==> src/rtl/pstore_lane_unit.sv <==
module pstore_lane_unit #(
  parameter int ADDR_W = 32,
  parameter int DATA_W = 32
) (
  input  logic                clk,
  input  logic                rst_n,
  input  logic                req_valid,
  output logic                req_ready,
  input  logic [ADDR_W-1:0]   req_addr,
  input  logic [DATA_W-1:0]   req_data,
  input  logic                req_end,
  output logic                mem_valid,
  input  logic                mem_ready,
  output logic [ADDR_W-1:0]   mem_addr,
  output logic [DATA_W/8-1:0] mem_be,
  output logic [DATA_W-1:0]   mem_wdata,
  output logic                mem_probe,
  output logic                done
);
  localparam int NB    = DATA_W / 8;
  localparam int OFF_W = $clog2(NB);

  logic [OFF_W-1:0]  off;
  logic [NB-1:0]     lane_en;
  logic [DATA_W-1:0] lane_data;
  logic              accept;

  assign off       = req_addr[OFF_W-1:0];
  assign req_ready = !mem_valid;
  assign accept    = req_valid && req_ready;

  for (genvar k = 0; k < NB; k++) begin : g_lane
    assign lane_en[NB-1-k] = req_end ? (OFF_W'(k) < off) : (OFF_W'(k) >= off);
    assign lane_data[DATA_W-1-8*k -: 8] =
      lane_en[NB-1-k] ? req_data[DATA_W-1-8*k -: 8] : 8'h00;
  end

  always_ff @(posedge clk) begin
    if (!rst_n) begin
      mem_valid <= 1'b0;
      mem_addr  <= '0;
      mem_be    <= '0;
      mem_wdata <= '0;
      mem_probe <= 1'b0;
      done      <= 1'b0;
    end else begin
      done <= mem_valid && mem_ready;
      if (accept) begin
        mem_valid <= 1'b1;
        mem_addr  <= {req_addr[ADDR_W-1:OFF_W], {OFF_W{1'b0}}};
        mem_be    <= lane_en;
        mem_wdata <= lane_data;
        mem_probe <= req_end && (off == '0);
      end else if (mem_valid && mem_ready) begin
        mem_valid <= 1'b0;
      end
    end
  end
endmodule

==> config.mk <==
export PLATFORM = sky130hd
export DESIGN_NAME = pstore_lane_unit
export DESIGN_NICKNAME = d
export VERILOG_FILES = /design/src/rtl/pstore_lane_unit.sv
export SDC_FILE = /design/constraint.sdc
export NUM_CORES = 1
export LEC_CHECK = 0
export ABC_AREA = 1
export BUFFER_PORTS_ARGS = -buffer_cell sky130_fd_sc_hd__buf_2
export CORE_MARGIN = 2
export CORE_UTILIZATION = 39
export DETAILED_ROUTE_END_ITERATION = 6
export GPL_ROUTABILITY_DRIVEN = 0
export PLACE_DENSITY_LB_ADDON = 0.08
export SYNTH_ARGS = -nofsm -noshare
export SYNTH_HDL_FRONTEND = slang
export SYNTH_SLANG_ARGS = --single-unit
==> constraint.sdc <==
create_clock -name clk -period 1.25 [get_ports clk]
set_clock_uncertainty 0.1 [all_clocks]
set_input_delay 0.1875 -clock clk [delete_from_list [all_inputs] [get_ports clk]]
set_output_delay 0.1875 -clock clk [all_outputs]
set_load 0.01 [all_outputs]
==> impl_metrics.csv <==
group,metric,value,unit
power,p_per_area,1260,nW/µm²
worst_setup_path,worst_ep_required_time,0.96,ns
clock_tree,cts_root_buf,"clkbuf_8",
logic_synthesis,ys_types,18,
worst_setup_path,worstPathMaxFanout,3,
worst_setup_path,rr_worst_depth,5,
clock_tree,cts_tree,"done",
floorplan,rows,28,
placement,dp_hpwl,4.59,mm
timing,fmax,813,MHz
drt,route.detailed.drc,0,
logic_synthesis,synth_area,2460,µm²
logic_synthesis,synthTopCellsByArea,"dfxtp_1 (56%), nand2_1 (10%), nor2_1 (9.9%)",
worst_setup_path,critPathLaunchType,"flop",
drt,drtPass1Iterations,4,
floorplan,core,6030,µm²
cells_and_area,area_growth,62.2,%
timing,setup_violations,0,
floorplan,die_area,6970,µm²
hold_path,whs_path_depth,3,
drt,vias,2718,
clock_tree,htree_num_levels,3,
cells_and_area,final_nets,576,
drt,ant_nets,0,
global_routing,grt_pass1_vias,2549,
timing,period_share,0.984,
worst_setup_path,critPathLaunch,"mem_valid",
clock_tree,cts_post_setup_buffers_inserted,0,
cells_and_area,diodes,0,
cells_and_area,final_layout_size_suffix_gt1_frac,0.346,
worst_setup_path,path_class,"flop to output pin",
global_routing,grt-ovfl-total,0,
power,totalPowerFinal,5.04,mW
logic_synthesis,yosysWarningCount,0,
worst_setup_path,r2r_setup_slack,0.02,ns
drt,wl_per_cell,12.8,µm
logic_synthesis,synth_seq_cells,69,
floorplan,initial_core_util,0.409,
hold_path,hold_class,"input pin to flop",
worst_setup_path,crit_arrival,0.94,ns
worst_setup_path,r2r_start,"mem_valid",
drt,first_iter_violations,83,
global_routing,antenna_found_initial,0,
clock_tree,max-clock-path-buffers,2,
floorplan,io_pins,141,
floorplan,die_h,83.5,µm
power,ir_drop,0.655,mV
clock_tree,clk_pin_slew,0.07,ns
logic_synthesis,syn_avg_cell_area,7.92,µm²
cells_and_area,final_util,0.663,
clock_tree,cts_sinks,69,
global_routing,grt_pass1_wl,11.8,mm
logic_synthesis,yosysTopAreaCellShare,0.561,
global_routing,track_usage,0.207,
outcome,status,"completed",
power,leakagePower,1.95,nW
drt,via_per_inst,4.64,
floorplan,chipWidth,83.5,µm
timing,slew_violations,0,
logic_synthesis,ys_seq_area_frac,0.561,
timing,period_needed,1.23,ns
global_routing,grt_max_degree,34,
worst_setup_path,r2r-end,"mem_addr[14]",
clock_tree,numCtsBuffers,9,
worst_setup_path,setup.worst_path.end,"req_ready",
logic_synthesis,yosysTopAreaCell,"dfxtp_1",
timing,rsz0062_at_grt,"yes",
timing,tns,0,ns
placement,io_buffers,138,
flow_run,max_cap_violations,0,
drt,wl,7.49,mm
timing,hold_viol,0,
logic_synthesis,postSynthCellCount,311,
clock_tree,clock_latency,0.32,ns
worst_setup_path,cp-end-kind,"output pin",
[critical path, cell delays in order, from the launching register on]
cell and delay (ns):
dfxtp_2 0.33, buf_4 0.14, inv_2 0.05, buf_6 0.09
[final cells by class]
cell class | count | area (µm²)
Clock buffer | 12 | 145
Clock inverter | 4 | 47.5
Fill cell | 517 | 2030
Inverter | 8 | 32.5
Multi-Input combinational cell | 218 | 972
Sequential cell | 69 | 1380
Tap cell | 75 | 93.8
Timing Repair Buffer | 200 | 1320
[what timing repair did]
item / in CTS / in global routing
hold buffers: 47 / 1
gates cloned: 0 / 2
resized for setup: 3 / 3
pin swaps: 0 / 3
endpoints found under the setup margin: 2 / 43
endpoints found under the hold margin: 47 / 1
[how the worst min path moves through the flow]
stage,from,endpoint
final,req_addr[15],mem_addr[15]
after global routing,req_data[19],mem_wdata[19]
after CTS,req_data[19],mem_wdata[19]
after detailed placement,req_addr[12],mem_addr[12]
after global placement,req_addr[4],mem_addr[4]
after floorplan,rst_n,mem_valid
[flip-flops by register name, summed over array words and instances (netlist names)]
name,flops
mem_probe,1
mem_be,4
done,1
mem_valid,1
mem_wdata,32
mem_addr,30
[cell usage after synthesis]
library cell and n:
nand3_1 2, ha_1 1, buf_4 5, inv_4 1, buf_2 4, conb_1 1
a21oi_1 37, nand4_1 8, nor2_1 65, clkbuf_1 8, dfxtp_1 69, nor2_4 3
o21ai_0 31, nand2_1 67, buf_6 1, buf_1 1, inv_1 5, inv_2 2
[routing by layer]
metal  routed length, µm  part of all wire  GRT usage  vias up
li1                    -                 -          -     1391
met1                3250              0.43      0.261     1225
met2                3660              0.49      0.345       90
met3                 465             0.062     0.0524       12
met4                 112             0.015     0.0762        0
met5                   0                 0          0        -
[cell families after synthesis]
logic type | synth area share
AO/OA/AOI/OAI | 0.138
adder cells (fa/ha/maj) | 0.00508
buffers and inverters | 0.0549
flip-flops | 0.561
other | 0.00152
AND/OR/NAND/NOR | 0.239
[power by group]
| part | switching [mW] | internal, mW | leakage, nW |
|---|---|---|---|
| logic | 0.442 | 0.416 | 1.29 |
| registers | 0.0650 | 2.34 | 0.567 |
| clock network | 0.804 | 0.972 | 0.0964 |
| total | 1.31 | 3.73 | 1.95 |
[metrics by stage]
stage          worst slack [ns]  area, µm²  std cells  hold WS, ns
5_1_grt                 -0.0500       3990        586       0.0140
3_3_place_gp           -0.00930       3290        520        0.308
2_1_floorplan            0.0201       2470        312        0.210
4_1_cts                0.000872       3960        583      0.00267
3_5_place_dp           -0.00205       3290        520        0.316
6_report                 0.0197       3990        586       0.0110
[cells in the final DEF, fill, tap and decap left out, types with 4 or more instances in the layout]
cell type / instances
clkbuf_8: 10
dfxtp_1: 68
nand4_1: 8
inv_2: 4
buf_2: 137
nor2_1: 65
nor2_4: 5
a21oi_1: 37
buf_4: 11
dlygate4sd3_1: 48
nand2_1: 67
o21ai_0: 31
Note: power is estimated with default switching activity, not from simulation.
